`src/rtl/sfr_pkg.sv`:
```
package sfr_pkg;
   // register offsets
   localparam int unsigned OFF_MODE   = 0;
   localparam int unsigned OFF_BAUD   = 1;
   localparam int unsigned OFF_CTRL   = 2;
   localparam int unsigned OFF_TXD    = 3;
   localparam int unsigned OFF_STATUS = 4;
   localparam int unsigned OFF_RXD    = 5;
   localparam int unsigned OFF_FCTL   = 6;
   localparam int unsigned OFF_FCNT   = 7;
   localparam int unsigned OFF_PORT   = 8;

   // status bit positions
   localparam int unsigned ST_TEND = 6;
   localparam int unsigned ST_TDE  = 5;
   localparam int unsigned ST_BRK  = 4;
   localparam int unsigned ST_RDF  = 1;
   localparam int unsigned ST_DR   = 0;

   // control bit positions
   localparam int unsigned CT_TXIE = 7;
   localparam int unsigned CT_RXIE = 6;
   localparam int unsigned CT_TXEN = 5;
   localparam int unsigned CT_RXEN = 4;

   localparam int unsigned FC_FLUSH = 1;

   localparam logic [7:0] MASK_MODE = 8'h7B;
   localparam logic [7:0] MASK_CTRL = 8'hFA;
   localparam logic [7:0] MASK_PORT = 8'hF3;
   localparam logic [7:0] RST_BAUD  = 8'hFF;
   localparam logic [7:0] RST_CTRL  = 8'h20;

   typedef struct packed {
      logic tend;
      logic tde;
      logic brk;
      logic rdf;
      logic dr;
   } sfr_flags_t;

   function automatic int unsigned trig_level(input logic [1:0] code);
      case (code)
         2'd0:    return 1;
         2'd1:    return 4;
         2'd2:    return 8;
         default: return 14;
      endcase
   endfunction
endpackage

```
`src/rtl/sfr_rx_fifo.sv`:
```
module sfr_rx_fifo #(
   parameter int DATA_W        = 8,
   parameter int DEPTH         = 16,
   parameter bit CLEAR_STORAGE = 1'b1
) (
   input  logic                         clk,
   input  logic                         rst_n,
   input  logic                         push,
   input  logic                         pop,
   input  logic                         flush,
   input  logic [DATA_W-1:0]            din,
   output logic [DATA_W-1:0]            dout,
   output logic [$clog2(DEPTH+1)-1:0]   cnt,
   output logic                         empty,
   output logic                         push_ok,
   output logic                         pop_ok
);
   localparam int PTR_W = $clog2(DEPTH);
   localparam int CNT_W = $clog2(DEPTH+1);

   logic [PTR_W-1:0]  wr_ptr, rd_ptr;
   logic [CNT_W-1:0]  cnt_q;
   logic [DATA_W-1:0] mem [DEPTH];
   logic              full;

   assign full    = (cnt_q == CNT_W'(DEPTH));
   assign empty   = (cnt_q == '0);
   assign push_ok = push & ~full & ~flush;
   assign pop_ok  = pop & ~empty & ~flush;
   assign cnt     = cnt_q;
   assign dout    = mem[rd_ptr];

   for (genvar i = 0; i < DEPTH; i++) begin : g_slot
      if (CLEAR_STORAGE) begin : g_rst
         always_ff @(posedge clk or negedge rst_n) begin
            if (!rst_n)
               mem[i] <= '0;
            else if (push_ok && wr_ptr == PTR_W'(i))
               mem[i] <= din;
         end
      end else begin : g_norst
         always_ff @(posedge clk) begin
            if (push_ok && wr_ptr == PTR_W'(i))
               mem[i] <= din;
         end
      end
   end

   always_ff @(posedge clk or negedge rst_n) begin
      if (!rst_n) begin
         wr_ptr <= '0;
         rd_ptr <= '0;
         cnt_q  <= '0;
      end else if (flush) begin
         wr_ptr <= '0;
         rd_ptr <= '0;
         cnt_q  <= '0;
      end else begin
         if (push_ok) wr_ptr <= wr_ptr + 1'b1;
         if (pop_ok)  rd_ptr <= rd_ptr + 1'b1;
         cnt_q <= cnt_q + CNT_W'(push_ok) - CNT_W'(pop_ok);
      end
   end
endmodule

```
`src/rtl/sfr_status.sv`:
```
module sfr_status
   import sfr_pkg::*;
#(
   parameter int DATA_W = 8
) (
   input  logic              clk,
   input  logic              rst_n,
   input  logic              st_wr,
   input  logic              st_rd,
   input  logic [DATA_W-1:0] wdata,
   input  logic              ctrl_wr,
   input  logic              tx_en,
   input  logic              rx_ie,
   input  logic              tx_wr,
   input  logic              rdf_set,
   input  logic              rdf_clr,
   input  logic              flush,
   output sfr_flags_t        flags,
   output logic              rx_irq
);
   sfr_flags_t f_q, f_d;
   logic       irq_q, irq_d;

   always_comb begin
      f_d = f_q;
      // status read re-arms the transmit flags when transmit is enabled
      if (st_rd && tx_en) begin
         f_d.tend = 1'b1;
         f_d.tde  = 1'b1;
      end
      if (tx_wr) f_d.tde = 1'b0;
      if (rdf_set) f_d.rdf = 1'b1;
      if (rdf_clr || flush) f_d.rdf = 1'b0;
      // software write-zero clears win over any set
      if (st_wr) begin
         if (!wdata[ST_TEND]) f_d.tend = 1'b0;
         if (!wdata[ST_TDE])  f_d.tde  = 1'b0;
         if (!wdata[ST_BRK])  f_d.brk  = 1'b0;
         if (!wdata[ST_RDF])  f_d.rdf  = 1'b0;
         if (!wdata[ST_DR])   f_d.dr   = 1'b0;
      end
   end

   always_comb begin
      irq_d = irq_q;
      if (rdf_set && rx_ie) irq_d = 1'b1;
      if (ctrl_wr && !wdata[CT_RXIE]) irq_d = 1'b0;
      if (st_wr && (!wdata[ST_RDF] || !wdata[ST_DR])) irq_d = 1'b0;
   end

   always_ff @(posedge clk or negedge rst_n) begin
      if (!rst_n) begin
         f_q   <= '{tend: 1'b1, tde: 1'b1, brk: 1'b0, rdf: 1'b0, dr: 1'b0};
         irq_q <= 1'b0;
      end else begin
         f_q   <= f_d;
         irq_q <= irq_d;
      end
   end

   assign flags  = f_q;
   assign rx_irq = irq_q;
endmodule

```
`src/rtl/serial_fifo_regs.sv`:
```
module serial_fifo_regs
   import sfr_pkg::*;
#(
   parameter int ADDR_W = 4,
   parameter int DATA_W = 8,
   parameter int DEPTH  = 16
) (
   input  logic              clk,
   input  logic              rst_n,
   input  logic [ADDR_W-1:0] addr,
   input  logic              wr_en,
   input  logic [DATA_W-1:0] wr_data,
   input  logic              rd_en,
   output logic [DATA_W-1:0] rd_data,
   input  logic              rx_valid,
   input  logic [DATA_W-1:0] rx_data,
   output logic              tx_valid,
   output logic [DATA_W-1:0] tx_data,
   output logic              rx_irq,
   output logic              tx_irq
);
   localparam int CNT_W = $clog2(DEPTH+1);

   if (DATA_W < 8) begin : g_bad_data
      $error("serial_fifo_regs: DATA_W must be at least 8");
   end
   if (ADDR_W < 4) begin : g_bad_addr
      $error("serial_fifo_regs: ADDR_W must be at least 4");
   end
   if (DEPTH < 14 || (DEPTH & (DEPTH - 1)) != 0) begin : g_bad_depth
      $error("serial_fifo_regs: DEPTH must be a power of two of at least 14");
   end

   // address decode
   logic hit_mode, hit_baud, hit_ctrl, hit_txd, hit_st, hit_rxd, hit_fctl, hit_port;
   assign hit_mode = (addr == ADDR_W'(OFF_MODE));
   assign hit_baud = (addr == ADDR_W'(OFF_BAUD));
   assign hit_ctrl = (addr == ADDR_W'(OFF_CTRL));
   assign hit_txd  = (addr == ADDR_W'(OFF_TXD));
   assign hit_st   = (addr == ADDR_W'(OFF_STATUS));
   assign hit_rxd  = (addr == ADDR_W'(OFF_RXD));
   assign hit_fctl = (addr == ADDR_W'(OFF_FCTL));
   assign hit_port = (addr == ADDR_W'(OFF_PORT));

   // configuration registers
   logic [DATA_W-1:0] mode_q, baud_q, ctrl_q, fctl_q, port_q;
   logic              tx_irq_q, tx_valid_q;
   logic [DATA_W-1:0] tx_data_q;

   always_ff @(posedge clk or negedge rst_n) begin
      if (!rst_n) begin
         mode_q     <= '0;
         baud_q     <= DATA_W'(RST_BAUD);
         ctrl_q     <= DATA_W'(RST_CTRL);
         fctl_q     <= '0;
         port_q     <= '0;
         tx_irq_q   <= 1'b0;
         tx_valid_q <= 1'b0;
         tx_data_q  <= '0;
      end else begin
         tx_valid_q <= 1'b0;
         if (wr_en) begin
            if (hit_mode) mode_q <= wr_data & DATA_W'(MASK_MODE);
            if (hit_baud) baud_q <= wr_data;
            if (hit_ctrl) begin
               ctrl_q   <= wr_data & DATA_W'(MASK_CTRL);
               tx_irq_q <= wr_data[CT_TXIE];
            end
            if (hit_fctl) fctl_q <= wr_data;
            if (hit_port) port_q <= wr_data & DATA_W'(MASK_PORT);
            if (hit_txd) begin
               tx_valid_q <= 1'b1;
               tx_data_q  <= wr_data;
            end
         end
      end
   end

   // receive FIFO
   logic              push_ok, pop_ok, fifo_empty, flush;
   logic [DATA_W-1:0] fifo_dout;
   logic [CNT_W-1:0]  fifo_cnt;

   assign flush = wr_en & hit_fctl & wr_data[FC_FLUSH];

   sfr_rx_fifo #(
      .DATA_W(DATA_W),
      .DEPTH (DEPTH)
   ) u_fifo (
      .clk    (clk),
      .rst_n  (rst_n),
      .push   (rx_valid & ctrl_q[CT_RXEN]),
      .pop    (rd_en & hit_rxd),
      .flush  (flush),
      .din    (rx_data),
      .dout   (fifo_dout),
      .cnt    (fifo_cnt),
      .empty  (fifo_empty),
      .push_ok(push_ok),
      .pop_ok (pop_ok)
   );

   // trigger comparison on the count after this cycle's push/pop
   logic [CNT_W:0] trig_lvl, cnt_after;
   logic           rdf_set, rdf_clr;

   assign trig_lvl  = (CNT_W+1)'(trig_level(fctl_q[7:6]));
   assign cnt_after = {1'b0, fifo_cnt} + (CNT_W+1)'(push_ok) - (CNT_W+1)'(pop_ok);
   assign rdf_set   = push_ok & (cnt_after >= trig_lvl);
   assign rdf_clr   = pop_ok & (cnt_after < trig_lvl);

   sfr_flags_t flags;

   sfr_status #(.DATA_W(DATA_W)) u_status (
      .clk    (clk),
      .rst_n  (rst_n),
      .st_wr  (wr_en & hit_st),
      .st_rd  (rd_en & hit_st),
      .wdata  (wr_data),
      .ctrl_wr(wr_en & hit_ctrl),
      .tx_en  (ctrl_q[CT_TXEN]),
      .rx_ie  (ctrl_q[CT_RXIE]),
      .tx_wr  (wr_en & hit_txd),
      .rdf_set(rdf_set),
      .rdf_clr(rdf_clr),
      .flush  (flush),
      .flags  (flags),
      .rx_irq (rx_irq)
   );

   // read mux
   logic [DATA_W-1:0] status_word;
   always_comb begin
      status_word          = '0;
      status_word[ST_TEND] = flags.tend;
      status_word[ST_TDE]  = flags.tde;
      status_word[ST_BRK]  = flags.brk;
      status_word[ST_RDF]  = flags.rdf;
      status_word[ST_DR]   = flags.dr;
   end

   always_comb begin
      rd_data = '0;
      case (addr)
         ADDR_W'(OFF_MODE):   rd_data = mode_q;
         ADDR_W'(OFF_BAUD):   rd_data = baud_q;
         ADDR_W'(OFF_CTRL):   rd_data = ctrl_q;
         ADDR_W'(OFF_STATUS): rd_data = status_word;
         ADDR_W'(OFF_RXD):    rd_data = fifo_empty ? '0 : fifo_dout;
         ADDR_W'(OFF_FCTL):   rd_data = fctl_q;
         ADDR_W'(OFF_FCNT):   rd_data = DATA_W'(fifo_cnt);
         ADDR_W'(OFF_PORT):   rd_data = port_q;
         default:             rd_data = '0;
      endcase
   end

   assign tx_valid = tx_valid_q;
   assign tx_data  = tx_data_q;
   assign tx_irq   = tx_irq_q;
endmodule

```
`config.mk`:
```
export PLATFORM = sky130hd
export DESIGN_NAME = serial_fifo_regs
export DESIGN_NICKNAME = d
export VERILOG_FILES = /design/src/rtl/sfr_pkg.sv /design/src/rtl/sfr_rx_fifo.sv /design/src/rtl/sfr_status.sv /design/src/rtl/serial_fifo_regs.sv
export SDC_FILE = /design/constraint.sdc
export NUM_CORES = 1
export LEC_CHECK = 0
export ABC_AREA = 1
export BUFFER_PORTS_ARGS = -buffer_cell sky130_fd_sc_hd__clkbuf_2
export CORE_MARGIN = 2
export CORE_UTILIZATION = 45
export CTS_CLUSTER_SIZE = 28
export DETAILED_ROUTE_END_ITERATION = 10
export GPL_TIMING_DRIVEN = 0
export SETUP_SLACK_MARGIN = 0.2
export SYNTH_ARGS = -nofsm -noshare
export SYNTH_HDL_FRONTEND = slang
export SYNTH_HIERARCHICAL = 1
export SYNTH_SLANG_ARGS = --single-unit
```
`constraint.sdc`:
```
create_clock -name clk -period 4 [get_ports clk]
set_clock_uncertainty 0.05 [all_clocks]
set_input_delay 1.2 -clock clk [delete_from_list [all_inputs] [get_ports clk]]
set_output_delay 1.2 -clock clk [all_outputs]
set_load 0.01 [all_outputs]
```
==> run summary <==
CP Max Fanout: 10
routed via count: 8,901
die height: 154 um
routed vias/inst: 5.13
FP Rows: 55
RSZ-0062 raised after global routing: yes
CTS tree: yes
wire per inst: 16.7 um
Max-Cap Viols: 0
highest routed layer: met4
combinational power share: 40.7%
clk buf depth: 2
Antenna Diode Count: 0
Num CTS Buffers: 17
Area contributors post-synth: dfrtp_1, nand2_1, nand3_1, nor2_1, inv_1
Critical Path Start Type: flop
area leader, netlist: dfrtp_1
pre-CTS setup slack: -793 ps
first-pass GRT wire length: 46,700 um
met3 wire length: 1780 um
Finished Core Util: 51.9%
Slew Limit Fails: 0
Reg clk slew, reported paths: 70 ps
NetSw: 3330 uW
Avg Cell Area, Syn: 7.44 um^2
CP most frequent cell: nand2_1
metal1 wirelength: 13,300 um
mapped cell area: 10,200 um^2
crit share post-route: 94.0%
Ys Warns: 6
Final WS setup: 240 ps
Worst Reg2Reg Path Length in Cells: 19
Die Span X: 154 um
Final Hold Viols: 0
grt total ovfl: 0
initial core utilization: 45.4%
GPL Wtd Cong: 0.901
final setup fails: 0
Die ar.: 23,900 um^2
initial antenna violation count: 0
layout cells sized above 1: 15.3%
worst hold margin: 425 ps
Post-DRT Antenna Nets: 0
DR WL met2: 13,000 um
Yosys reg bits: 188
largest net degree at the start of global routing: 96
pwr/cell area: 686 nW/um^2
Yosys top cell area share: 43.5%
cell chain of the critical path: buf_2 -> buf_2 -> nand2_1 -> nand3_1 -> nand3_1 -> nand2_1 -> nand2_1 -> a221oi_1 -> nand4_1 -> clkbuf_2
Syn Inst Count: 1,370
area of the core: 22,400 um^2
Period minus WS final: 3760 ps
Worst Path Required: 2750 ps
detailed-route wire length: 28,900 um
area added between synthesis and finish: 14.3%
drt initial violations: 829
register area share after synthesis: 46.3%
vias in the first global route: 8,526
Int Pwr: 4660 uW
Peak VDD IR: 0.317 mV
clock root buffer: clkbuf_16
I/O pin count: 44
Clock Power Share: 22.4%
CP arrival: 2510 ps
critical path class: reg -> out
# hold bufs at CTS: 0
Pleak: 0.00621 uW
slew margin rel.: 44.5%
drt drc: 0
min-delay worst type: reg -> reg
status: completed
Crit. End Element: output pin
Slew @ Worst Pin: 833 ps
sequential share of power: 36.9%
htree depth: 4
Detail Placement HPWL: 20,700 um
CP max stage cell: dfrtp_1
Crit path largest cell delay: 350 ps
Pre-Repair DR Iteration Count: 5
switch share: 41.6%
max frequency: 266 MHz
final net count: 1,487
WHS Path Cells: 2
clock sink count: 188
gr usage total: 25.1%
I/O Buffers: 35
clk_lat worst skew: 440 ps
Unique masters post-synth: 37
power groups by stage:
stage | clock network (uW) | logic, uW | registers [uW]
finish | 1790 | 3250 | 2950
global route | 1910 | 3690 | 3030
CTS | 1830 | 3160 | 2940
detailed placement | 0 | 3130 | 2970
global placement | 0 | 3070 | 2960
floorplan | 0 | 2270 | 2880
final cells by class:
type                    instances  area (um^2)
repair buffers                 48          335
well taps                     285          357
plain buffers                  51          318
inverters                     110          430
clock buffers                  18          429
flip-flops and latches        188         4720
clock inverters                13          183
fillers                      2182        10800
multi-input cells            1022         4870
final timing paths:
path                       slack, ps              end        startpoint
max                              240       rd_data[4]  u_fifo/rd_ptr[0]
min                              430   u_fifo/mem[94]    u_fifo/mem[94]
max reg2reg                      810  u_status/rx_irq     u_fifo/cnt[3]
min reg2reg                      430   u_fifo/mem[94]    u_fifo/mem[94]
max in group asynchronous       2170   u_fifo/mem[39]             rst_n
min in group asynchronous        740   u_fifo/mem[82]             rst_n
cell usage in the layout, fill, tap and decap left out, drive strengths merged, types with 2 or more instances in the layout:
cell type,instances
a21oi,10
conb,2
clkinv,6
nand2,673
a221oi,9
a31oi,2
dfstp,11
buf,56
nand3,93
clkbuf,61
o21ai,58
nand4,19
o2111ai,2
nor2,121
fa,2
ha,22
xor2,4
dfrtp,177
bufinv,3
inv,113
through the flow:
stage	cell area (um^2)	TNS (ps)	total power, uW	std cells
after detailed placement	10800	-1930	6100	1692
after global routing	11600	0	8620	1735
after CTS	11500	0	7940	1731
final	11600	0	7990	1735
after global placement	10800	-391210	6030	1691
after floorplan	10200	-239	5150	1371
sequential cells by signal (all words and copies together) (netlist names):
name and flops:
u_fifo/cnt 5, port_q 6, tx_valid 1, baud_q 8
u_fifo/wr_ptr 4, u_status/rx_irq 1, u_fifo/mem 128, u_status/flags 3
fctl_q 8, u_fifo/rd_ptr 4, tx_irq 1, tx_data 8
ctrl_q 5, mode_q 6
Yosys cell counts:
cell and number:
o21ai_2 19, inv_2 20, a21oi_1 10, a31oi_1 2, conb_1 1, xnor2_1 1, fa_1 2, nand2_1 664
o22ai_1 1, dfstp_2 11, buf_2 18, nor2_1 93, o21ai_1 32, nand3_2 3, buf_4 5, nor2_4 18
and3_1 1, nand3_4 1, clkbuf_1 11, nand4_1 19, nand2_4 5, a221oi_1 9, o2111ai_1 2, nor3_2 1
ha_1 22, buf_1 8, xor2_1 4, nand3b_1 1, dfrtp_1 177, buf_6 9, clkinv_1 2, o21ai_0 7
inv_1 88, nor2_8 3, nor2_2 7, nand2_2 4, nand3_1 89
what timing repair did:
item / in CTS / in global routing
setup buffers: 8 / 4
setup endpoints to repair: 6 / 7
pin swaps: 4 / 14
gates resized for setup: 9 / 32
critical path: cells and delay by family (launching register included):
family                 cells  cell delay (ps)
and+or+nand+nor            6              760
buffers and inverters      3              680
AOI/OAI and AO/OA          1              270
DFF                        1              350
logic make-up after synthesis:
group | share of synthesized area (%)
xor gates and xnor gates | 0.430
DFF | 46.3
adders and majority gates | 3.10
AOI/OAI and AO/OA | 5.17
buffers and inverters | 7.00
other | 0.0368
and+or+nand+nor | 37.9
routing by layer:
metal | vias up | GRT usage (%)
met3 | 44 | 4.76
met1 | 4169 | 35.5
met5 | - | 0
met4 | 0 | 7.89
met2 | 281 | 39.3
li1 | 4407 | -
Power figures use the tool's default switching activity.
